===== src/rtl/trace_framer_pkg.sv =====
package trace_framer_pkg;

  localparam int SYNC_LEN = 5;
  localparam logic [7:0] SYNC_LAST = 8'h80;

  typedef enum logic [3:0] {
    KIND_BRANCH    = 4'd0,
    KIND_EXEC_FMT1 = 4'd1,
    KIND_EXEC_FMT2 = 4'd2,
    KIND_ISYNC     = 4'd3,
    KIND_ISYNC_CYC = 4'd4,
    KIND_TRIGGER   = 4'd5,
    KIND_EXC_EXIT  = 4'd6,
    KIND_EXC_ENTRY = 4'd7,
    KIND_ALIGN     = 4'd8,
    KIND_UNKNOWN   = 4'd9
  } pktKind_e;

  typedef enum logic [2:0] {
    HDR_BRANCH,
    HDR_ZERO,
    HDR_ISYNC,
    HDR_ISYNC_CYC,
    HDR_SINGLE
  } hdrClass_e;

  // Strobes from control to datapath
  typedef struct packed {
    logic     latchStart;  // remember timeNow as packet start
    logic     emit;        // packet completes with this byte
    logic     startNow;    // one-byte packet: start is this byte
    logic     startWin;    // alignment: start from the byte window
    pktKind_e kind;
  } frameStrobe_t;

  typedef struct packed {
    logic [3:0] exec;
    logic [1:0] skip;
    logic [1:0] pair;
  } execInfo_t;

  function automatic hdrClass_e classifyHeader(input logic [7:0] b);
    if (b[0])              return HDR_BRANCH;
    else if (b == 8'h00)   return HDR_ZERO;
    else if (b == 8'h08)   return HDR_ISYNC;
    else if (b == 8'h70)   return HDR_ISYNC_CYC;
    else                   return HDR_SINGLE;
  endfunction

  function automatic pktKind_e classifySingle(input logic [7:0] b);
    if (b == 8'h0C)                   return KIND_TRIGGER;
    else if (b == 8'h76)              return KIND_EXC_EXIT;
    else if (b == 8'h7E)              return KIND_EXC_ENTRY;
    else if ((b & 8'h83) == 8'h80)    return KIND_EXEC_FMT1;
    else if ((b & 8'hF3) == 8'h82)    return KIND_EXEC_FMT2;
    else                              return KIND_UNKNOWN;
  endfunction

  function automatic execInfo_t decodeExec(input logic [7:0] b, input pktKind_e k);
    execInfo_t r;
    logic [1:0] ran;
    r = '0;
    if (k == KIND_EXEC_FMT1) begin
      r.exec = b[5:2];
      r.skip = {1'b0, b[6]};
    end else if (k == KIND_EXEC_FMT2) begin
      r.pair = {~b[3], ~b[2]};
      ran    = {1'b0, r.pair[1]} + {1'b0, r.pair[0]};
      r.exec = {2'b00, ran};
      r.skip = 2'd2 - ran;
    end
    return r;
  endfunction

endpackage


===== src/rtl/tfr_ctrl.sv =====
module tfr_ctrl
  import trace_framer_pkg::*;
#(
  parameter int BR_MAX_LEN  = 5,
  parameter int CYC_MAX_LEN = 5,
  parameter int ISYNC_TAIL  = 5
) (
  input  logic         clk,
  input  logic         rstN,
  input  logic         byteValid,
  input  logic [7:0]   byteData,
  input  logic         gapHit,
  input  logic         syncHit,
  output frameStrobe_t strobe
);

  localparam int MAX_A   = (BR_MAX_LEN > CYC_MAX_LEN) ? BR_MAX_LEN : CYC_MAX_LEN;
  localparam int MAX_LEN = (MAX_A > ISYNC_TAIL) ? MAX_A : ISYNC_TAIL;
  localparam int CNT_W   = $clog2(MAX_LEN + 1);
  localparam logic [CNT_W-1:0] BR_LAST  = CNT_W'(BR_MAX_LEN - 1);
  localparam logic [CNT_W-1:0] CYC_LAST = CNT_W'(CYC_MAX_LEN - 1);
  localparam logic [CNT_W-1:0] TAIL_LEN = CNT_W'(ISYNC_TAIL);

  typedef enum logic [2:0] {
    ST_IDLE,
    ST_BRANCH,
    ST_CYC,
    ST_TAIL,
    ST_ZRUN
  } frameState_e;

  frameState_e state, stateNext, stEff;
  logic [CNT_W-1:0] cnt, cntNext;
  pktKind_e tailKind, tailKindNext;
  logic hdrMode;

  always_comb begin
    strobe       = '0;
    strobe.kind  = KIND_UNKNOWN;
    stateNext    = state;
    cntNext      = cnt;
    tailKindNext = tailKind;
    // An idle gap makes the byte look like it arrived with nothing open
    stEff   = gapHit ? ST_IDLE : state;
    hdrMode = (stEff == ST_IDLE) || (stEff == ST_ZRUN && byteData != 8'h00);

    if (byteValid) begin
      if (syncHit) begin
        strobe.emit     = 1'b1;
        strobe.startWin = 1'b1;
        strobe.kind     = KIND_ALIGN;
        stateNext       = ST_IDLE;
      end else if (hdrMode) begin
        unique case (classifyHeader(byteData))
          HDR_BRANCH: begin
            if (!byteData[7]) begin
              strobe.emit     = 1'b1;
              strobe.startNow = 1'b1;
              strobe.kind     = KIND_BRANCH;
              stateNext       = ST_IDLE;
            end else begin
              strobe.latchStart = 1'b1;
              stateNext         = ST_BRANCH;
              cntNext           = CNT_W'(1);
            end
          end
          HDR_ZERO: begin
            strobe.latchStart = 1'b1;
            stateNext         = ST_ZRUN;
          end
          HDR_ISYNC: begin
            strobe.latchStart = 1'b1;
            stateNext         = ST_TAIL;
            cntNext           = TAIL_LEN;
            tailKindNext      = KIND_ISYNC;
          end
          HDR_ISYNC_CYC: begin
            strobe.latchStart = 1'b1;
            stateNext         = ST_CYC;
            cntNext           = '0;
          end
          default: begin
            strobe.emit     = 1'b1;
            strobe.startNow = 1'b1;
            strobe.kind     = classifySingle(byteData);
            stateNext       = ST_IDLE;
          end
        endcase
      end else begin
        unique case (stEff)
          ST_BRANCH: begin
            if (!byteData[7] || cnt == BR_LAST) begin
              strobe.emit = 1'b1;
              strobe.kind = KIND_BRANCH;
              stateNext   = ST_IDLE;
            end else begin
              cntNext = cnt + 1'b1;
            end
          end
          ST_CYC: begin
            if (!byteData[7] || cnt == CYC_LAST) begin
              stateNext    = ST_TAIL;
              cntNext      = TAIL_LEN;
              tailKindNext = KIND_ISYNC_CYC;
            end else begin
              cntNext = cnt + 1'b1;
            end
          end
          ST_TAIL: begin
            if (cnt == CNT_W'(1)) begin
              strobe.emit = 1'b1;
              strobe.kind = tailKind;
              stateNext   = ST_IDLE;
            end else begin
              cntNext = cnt - 1'b1;
            end
          end
          default: ;  // zero run absorbing another 0x00
        endcase
      end
    end
  end

  always_ff @(posedge clk) begin
    if (!rstN) begin
      state    <= ST_IDLE;
      cnt      <= '0;
      tailKind <= KIND_ISYNC;
    end else begin
      state    <= stateNext;
      cnt      <= cntNext;
      tailKind <= tailKindNext;
    end
  end

  AST_BRANCH_BOUND: assert property (@(posedge clk) disable iff (!rstN)
    state == ST_BRANCH |-> (cnt >= CNT_W'(1) && cnt <= BR_LAST));
  AST_CYC_BOUND: assert property (@(posedge clk) disable iff (!rstN)
    state == ST_CYC |-> cnt <= CYC_LAST);
  AST_TAIL_BOUND: assert property (@(posedge clk) disable iff (!rstN)
    state == ST_TAIL |-> (cnt >= CNT_W'(1) && cnt <= TAIL_LEN));
  AST_IDLE_AFTER_EMIT: assert property (@(posedge clk) disable iff (!rstN)
    strobe.emit |=> (state == ST_IDLE));

endmodule


===== src/rtl/tfr_datapath.sv =====
module tfr_datapath
  import trace_framer_pkg::*;
#(
  parameter int TS_W      = 32,
  parameter int GAP_TICKS = 64
) (
  input  logic            clk,
  input  logic            rstN,
  input  logic            byteValid,
  input  logic [7:0]      byteData,
  input  logic [TS_W-1:0] timeNow,
  input  frameStrobe_t    strobe,
  output logic            gapHit,
  output logic            syncHit,
  output logic            pktValid,
  output pktKind_e        pktKind,
  output logic [TS_W-1:0] pktStartTs,
  output logic [TS_W-1:0] pktEndTs,
  output logic [3:0]      execCount,
  output logic [1:0]      skipCount,
  output logic [1:0]      execPair
);

  localparam int HIST = SYNC_LEN - 1;
  localparam logic [TS_W-1:0] GAP_LIMIT = TS_W'(GAP_TICKS);

  logic [7:0]      byteWin [HIST];
  logic [TS_W-1:0] tsWin   [HIST];
  logic [TS_W-1:0] lastTs, startReg;
  logic            haveLast;
  logic            priorZero;
  execInfo_t       execInfo;

  always_comb begin
    priorZero = 1'b1;
    for (int i = 0; i < HIST; i++) priorZero &= (byteWin[i] == 8'h00);
  end

  assign syncHit  = byteValid && priorZero && (byteData == SYNC_LAST);
  assign gapHit   = byteValid && haveLast && ((timeNow - lastTs) > GAP_LIMIT);
  assign execInfo = decodeExec(byteData, strobe.kind);

  // Byte/timestamp history and gap reference
  always_ff @(posedge clk) begin
    if (!rstN) begin
      for (int i = 0; i < HIST; i++) begin
        byteWin[i] <= 8'hFF;
        tsWin[i]   <= '0;
      end
      lastTs   <= '0;
      haveLast <= 1'b0;
    end else if (byteValid) begin
      byteWin[0] <= byteData;
      tsWin[0]   <= timeNow;
      for (int i = 1; i < HIST; i++) begin
        byteWin[i] <= byteWin[i-1];
        tsWin[i]   <= tsWin[i-1];
      end
      lastTs   <= timeNow;
      haveLast <= 1'b1;
    end
  end

  always_ff @(posedge clk) begin
    if (!rstN) startReg <= '0;
    else if (strobe.latchStart) startReg <= timeNow;
  end

  // Result register
  always_ff @(posedge clk) begin
    if (!rstN) begin
      pktValid   <= 1'b0;
      pktKind    <= KIND_BRANCH;
      pktStartTs <= '0;
      pktEndTs   <= '0;
      execCount  <= '0;
      skipCount  <= '0;
      execPair   <= '0;
    end else begin
      pktValid <= strobe.emit;
      if (strobe.emit) begin
        pktKind    <= strobe.kind;
        pktStartTs <= strobe.startNow ? timeNow :
                      strobe.startWin ? tsWin[HIST-1] : startReg;
        pktEndTs   <= timeNow;
        execCount  <= execInfo.exec;
        skipCount  <= execInfo.skip;
        execPair   <= execInfo.pair;
      end
    end
  end

  AST_PKT_FROM_BYTE: assert property (@(posedge clk) disable iff (!rstN)
    pktValid |-> $past(byteValid));
  AST_END_TS: assert property (@(posedge clk) disable iff (!rstN)
    pktValid |-> pktEndTs == $past(timeNow));
  AST_SYNC_WINS: assert property (@(posedge clk) disable iff (!rstN)
    syncHit |=> (pktValid && pktKind == KIND_ALIGN));
  AST_FMT1_SHAPE: assert property (@(posedge clk) disable iff (!rstN)
    (pktValid && pktKind == KIND_EXEC_FMT1) |-> (skipCount <= 2'd1 && execPair == 2'b00));
  AST_FMT2_SUM: assert property (@(posedge clk) disable iff (!rstN)
    (pktValid && pktKind == KIND_EXEC_FMT2) |-> (int'(execCount) + int'(skipCount) == 2));
  AST_NONEXEC_ZERO: assert property (@(posedge clk) disable iff (!rstN)
    (pktValid && pktKind != KIND_EXEC_FMT1 && pktKind != KIND_EXEC_FMT2)
      |-> (execCount == 4'd0 && skipCount == 2'd0 && execPair == 2'b00));

endmodule


===== src/rtl/trace_framer.sv =====
module trace_framer
  import trace_framer_pkg::*;
#(
  parameter int TS_W        = 32,
  parameter int BYTE_TICKS  = 4,
  parameter int GAP_BYTES   = 16,
  parameter int BR_MAX_LEN  = 5,
  parameter int CYC_MAX_LEN = 5,
  parameter int ISYNC_TAIL  = 5
) (
  input  logic            clk,
  input  logic            rstN,
  input  logic            byteValid,
  input  logic [7:0]      byteData,
  input  logic [TS_W-1:0] timeNow,
  output logic            pktValid,
  output logic [3:0]      pktKind,
  output logic [TS_W-1:0] pktStartTs,
  output logic [TS_W-1:0] pktEndTs,
  output logic [3:0]      execCount,
  output logic [1:0]      skipCount,
  output logic [1:0]      execPair
);

  localparam int GAP_TICKS = BYTE_TICKS * GAP_BYTES;

  frameStrobe_t strobe;
  logic         gapHit, syncHit;
  pktKind_e     kindInt;

  tfr_ctrl #(
    .BR_MAX_LEN (BR_MAX_LEN),
    .CYC_MAX_LEN(CYC_MAX_LEN),
    .ISYNC_TAIL (ISYNC_TAIL)
  ) u_ctrl (
    .clk      (clk),
    .rstN     (rstN),
    .byteValid(byteValid),
    .byteData (byteData),
    .gapHit   (gapHit),
    .syncHit  (syncHit),
    .strobe   (strobe)
  );

  tfr_datapath #(
    .TS_W     (TS_W),
    .GAP_TICKS(GAP_TICKS)
  ) u_dp (
    .clk       (clk),
    .rstN      (rstN),
    .byteValid (byteValid),
    .byteData  (byteData),
    .timeNow   (timeNow),
    .strobe    (strobe),
    .gapHit    (gapHit),
    .syncHit   (syncHit),
    .pktValid  (pktValid),
    .pktKind   (kindInt),
    .pktStartTs(pktStartTs),
    .pktEndTs  (pktEndTs),
    .execCount (execCount),
    .skipCount (skipCount),
    .execPair  (execPair)
  );

  assign pktKind = kindInt;

endmodule


===== config.mk =====
export PLATFORM = sky130hd
export DESIGN_NAME = trace_framer
export DESIGN_NICKNAME = d
export VERILOG_FILES = /design/src/rtl/trace_framer_pkg.sv /design/src/rtl/tfr_ctrl.sv /design/src/rtl/tfr_datapath.sv /design/src/rtl/trace_framer.sv
export SDC_FILE = /design/constraint.sdc
export NUM_CORES = 1
export LEC_CHECK = 0
export ABC_AREA = 1
export BUFFER_PORTS_ARGS = -buffer_cell sky130_fd_sc_hd__buf_2
export CORE_MARGIN = 2
export CORE_UTILIZATION = 35
export CTS_CLUSTER_SIZE = 16
export DETAILED_ROUTE_END_ITERATION = 10
export GPL_ROUTABILITY_DRIVEN = 0
export HOLD_SLACK_MARGIN = 0.03
export PLACE_DENSITY = 0.56
export SLEW_MARGIN = 20
export SYNTH_ARGS = -nofsm -noshare
export SYNTH_HDL_FRONTEND = slang
export SYNTH_HIERARCHICAL = 1
export SYNTH_SLANG_ARGS = --single-unit

===== constraint.sdc =====
create_clock -name clk -period 10.1 [get_ports clk]
set_input_delay 2.02 -clock clk [delete_from_list [all_inputs] [get_ports clk]]
set_output_delay 2.02 -clock clk [all_outputs]
set_load 0.005 [all_outputs]

==> flow_summary_export.csv <==
group,metric,value,unit
power,ir_drop,0.000112,V
timing,skew,0.0104,ns
logic_synthesis,synth_enable_flop_cells,160,
routing,dr.pass1.iters,6,
clock_tree,clk_pin_slew_worst_paths,0.06,ns
final_layout,filler_cell_count,4346,
logic_synthesis,synthCells,1877,
die,dieWidth,211,um
logic_synthesis,yosys_warnings,6,
hold_path,path_category_of_the_worst_min_delay_check,"reg -> reg",
final_layout,fin_nets,2051,
flow_run,cap_violations,0,
clock_tree,tritoncts_buffer_count,36,
clock_tree,worst_skew_pair.late_latency,0.53,ns
logic_synthesis,synthDominantAreaCellType,"sky130_fd_sc_hd__edfxtp_1",
routing,detail_route.vias_per_cell,4.85,
logic_synthesis,post_synth_num_cell_types,43,
clock_tree,post-cts-setup-buffer-count,0,
power,power.switching,833,uW
timing,timing.final.crit_share,0.648,
timing,timing.final.crit_period,6.54,ns
routing,postRouteAntennaNets,0,
setup_path,setup_crit_end_kind,"flop",
clock_tree,clock_root_cell,"sky130_fd_sc_hd__clkbuf_16",
logic_synthesis,post-synth-top-area-fraction,0.319,
setup_path,crit_path_max_incr_delay,0.76,ns
placement,dpl.hpwl,26700,um
die,ios,120,
logic_synthesis,syn-cell-area,0.0150,mm2
run_status,outcome,"finished clean",
placement,placement.io_buffers,119,
grt,antenna_found_initial,1,
routing,routed_wl,38900,um
clock_tree,cts_hold_buffers,0,
routing,via_count,12314,
die,floorplan.initialDensity,0.356,
logic_synthesis,yosys-top-cells-area,"sky130_fd_sc_hd__edfxtp_1 (32%), sky130_fd_sc_hd__dfxtp_1 (20%), sky130_fd_sc_hd__nand2_1 (9.1%)",
clock_tree,clk_path_buf_depth,3,
logic_synthesis,synth-async-reset-ratio,0,
power,switching_share,0.264,
setup_path,cp_data_required_time,10.51,ns
setup_path,crit_path_max_fanout,33,
die,die-area,0.0447,mm2
setup_path,critical_path.slowest_cell,"sky130_fd_sc_hd__nor2_4",
clock_tree,numClockSinks,310,
logic_synthesis,yosys-top-cells-count,"sky130_fd_sc_hd__nand2_1 (364), sky130_fd_sc_hd__inv_1 (363), sky130_fd_sc_hd__nor2_1 (226), sky130_fd_sc_hd__a21oi_1 (167), sky130_fd_sc_hd__edfxtp_1 (160)",
timing,worst_pin_slew,1.05,ns
setup_path,worstSetupPathType,"in -> reg",
logic_synthesis,synth_most_common_cell,"sky130_fd_sc_hd__nand2_1",
timing,setup_tns,0,ns
logic_synthesis,synth_seq_cells,310,
grt,combined_global_route_utilization_of_all_metal_layers,0.174,
logic_synthesis,sequential_area_share_after_synthesis,0.519,
logic_synthesis,syn_area_per_cell,8.01,um2
final_layout,synthesis_to_layout_area_growth,14.9,%
final_layout,multiInputGateArea,0.00560,mm2
power,combPwrFrac,0.136,
timing,timing.final.setup_violations,0,
routing,drc,0,
timing,achievable_clock_frequency,153,MHz
logic_synthesis,mappedNetlistNets,1958,
setup_path,cp_data_arrival_time,6.95,ns
power,power.sequential.fraction,0.459,
power,static-leakage-power,7.81,nW
clock_tree,cts_tree,"yes",
routing,drt_iter0_drc,896,
power,p_int,2.32,mW
clock_tree,cts_resized,0,
timing,grt_setup_unrepaired,"false",
routing,post_drt_wl_per_cell,15.3,um
die,num_rows,75,
logic_synthesis,ys.flop_type,"sky130_fd_sc_hd__edfxtp_1",
clock_tree,cts_max_level,2,
grt,global_route.overflow_total,0,
grt,grt_pass1_vias,11649,
grt,grt_max_degree,111,
timing,maxSlewViolCount,0,
power,share_clk_of_total_power,0.405,
final_layout,layout.cell_area.non_filler,0.0173,mm2
final_layout,layout-drive-gt1-share,0.121,
power,pwr_density_cell,183,mW/mm2
setup_path,critPathLaunchType,"input pin",
grt,global_route_wire_length_before_repair,61800,um
placement,placement.cell_area,0.0161,mm2
timing,maxSlewHeadroom,0.292,
die,area_of_the_placeable_core,0.0422,mm2
final_layout,layout.area.seq,0.00781,mm2
setup_path,critical-path-top-cell-by-count,"sky130_fd_sc_hd__nand2_1",
timing,number_of_endpoints_with_negative_hold_slack_in_the_final_report,0,
die,die_y,211,um
-- per-stage QoR --
stage	hold WS [ns]	setup WS [ns]	std cells	total power, mW	utilization
after detailed placement	0.434	3.04	2471	1.90	0.382
after global placement	0.431	3.18	2471	1.90	0.382
after CTS	0.445	3.63	2535	3.20	0.409
after global routing	0.469	3.18	2535	3.31	0.409
final	0.445	3.56	2537	3.16	0.409
after floorplan	0.423	2.66	1877	1.76	-
-- final timing paths --
check | start | to | slack (ns) | cells past startpoint
min reg2reg | u_dp/haveLast$_SDFFE_PN0P_ | u_dp/haveLast$_SDFFE_PN0P_ | 0.44 | 2
max | timeNow[0] | u_dp/pktStartTs[19]$_SDFFE_PN0P_ | 3.56 | 30
min | u_dp/haveLast$_SDFFE_PN0P_ | u_dp/haveLast$_SDFFE_PN0P_ | 0.44 | 2
max reg2reg | u_dp/lastTs[14]$_SDFFE_PN0P_ | u_dp/pktStartTs[19]$_SDFFE_PN0P_ | 4.86 | 26
-- sequential cells by signal, summed over array words and instances (netlist names) --
name and count:
u_dp/execCount 4, u_ctrl/tailKind 2, u_dp/pktStartTs 32, u_dp/tsWin 128, u_dp/execPair 2, u_ctrl/cnt 3
u_dp/pktKind 4, u_dp/pktEndTs 32, u_dp/startReg 32, u_dp/byteWin 32, u_dp/skipCount 2, u_dp/pktValid 1
u_dp/haveLast 1, u_ctrl/state 3, u_dp/lastTs 32
-- cells by family after synthesis --
family / count (synthesis) / synth area share
flops: 310 / 0.519
simple gates: 735 / 0.207
fa+ha+maj: 38 / 0.0321
compound gates: 349 / 0.127
buf+inv: 439 / 0.111
xor+xnor: 6 / 0.00349
-- per-layer routing --
layer / vias to the layer above / track usage / part of all wire
met5: - / 0 / 0.00033
li1: 6198 / - / -
met1: 5765 / 0.236 / 0.46
met3: 48 / 0.0322 / 0.052
met2: 301 / 0.285 / 0.47
met4: 2 / 0.0488 / 0.019
-- critical path: cells and delay by family --
| family | cells | cell delay [ns] |
|---|---|---|
| simple gates | 19 | 2.44 |
| buf+inv | 6 | 1.50 |
| fa+ha+maj | 2 | 0.62 |
| compound gates | 3 | 0.35 |
-- cells in the final DEF (no fill, tap or decap), types with 15 or more instances in the layout --
cell,count
sky130_fd_sc_hd__nand2_1,362
sky130_fd_sc_hd__clkbuf_16,37
sky130_fd_sc_hd__o211ai_1,33
sky130_fd_sc_hd__a21oi_1,166
sky130_fd_sc_hd__o22ai_1,31
sky130_fd_sc_hd__dfxtp_1,150
sky130_fd_sc_hd__inv_1,362
sky130_fd_sc_hd__o21ai_0,106
sky130_fd_sc_hd__ha_1,37
sky130_fd_sc_hd__nand3_1,57
sky130_fd_sc_hd__nand2_2,15
sky130_fd_sc_hd__edfxtp_1,160
sky130_fd_sc_hd__nor2_1,224
sky130_fd_sc_hd__buf_2,118
-- power by group through the flow --
stage               combinational [mW]  sequential [mW]  clock, mW
CTS                              0.429             1.45       1.32
global placement                 0.423             1.47          0
global route                     0.487             1.46       1.36
finish                           0.429             1.45       1.28
detailed placement               0.427             1.48          0
floorplan                        0.290             1.47          0
-- cell type report --
| type | count | share of cell area |
|---|---|---|
| sequential | 310 | 0.452 |
| multi-input combinational | 1128 | 0.324 |
| clock inverter | 16 | 0.00941 |
| inverter | 366 | 0.0795 |
| tap | 539 | 0.0390 |
| timing repair buffer | 128 | 0.0385 |
| clock buffer | 48 | 0.0577 |
| antenna | 2 | 0.000289 |
Power figures use the tool's default switching activity.
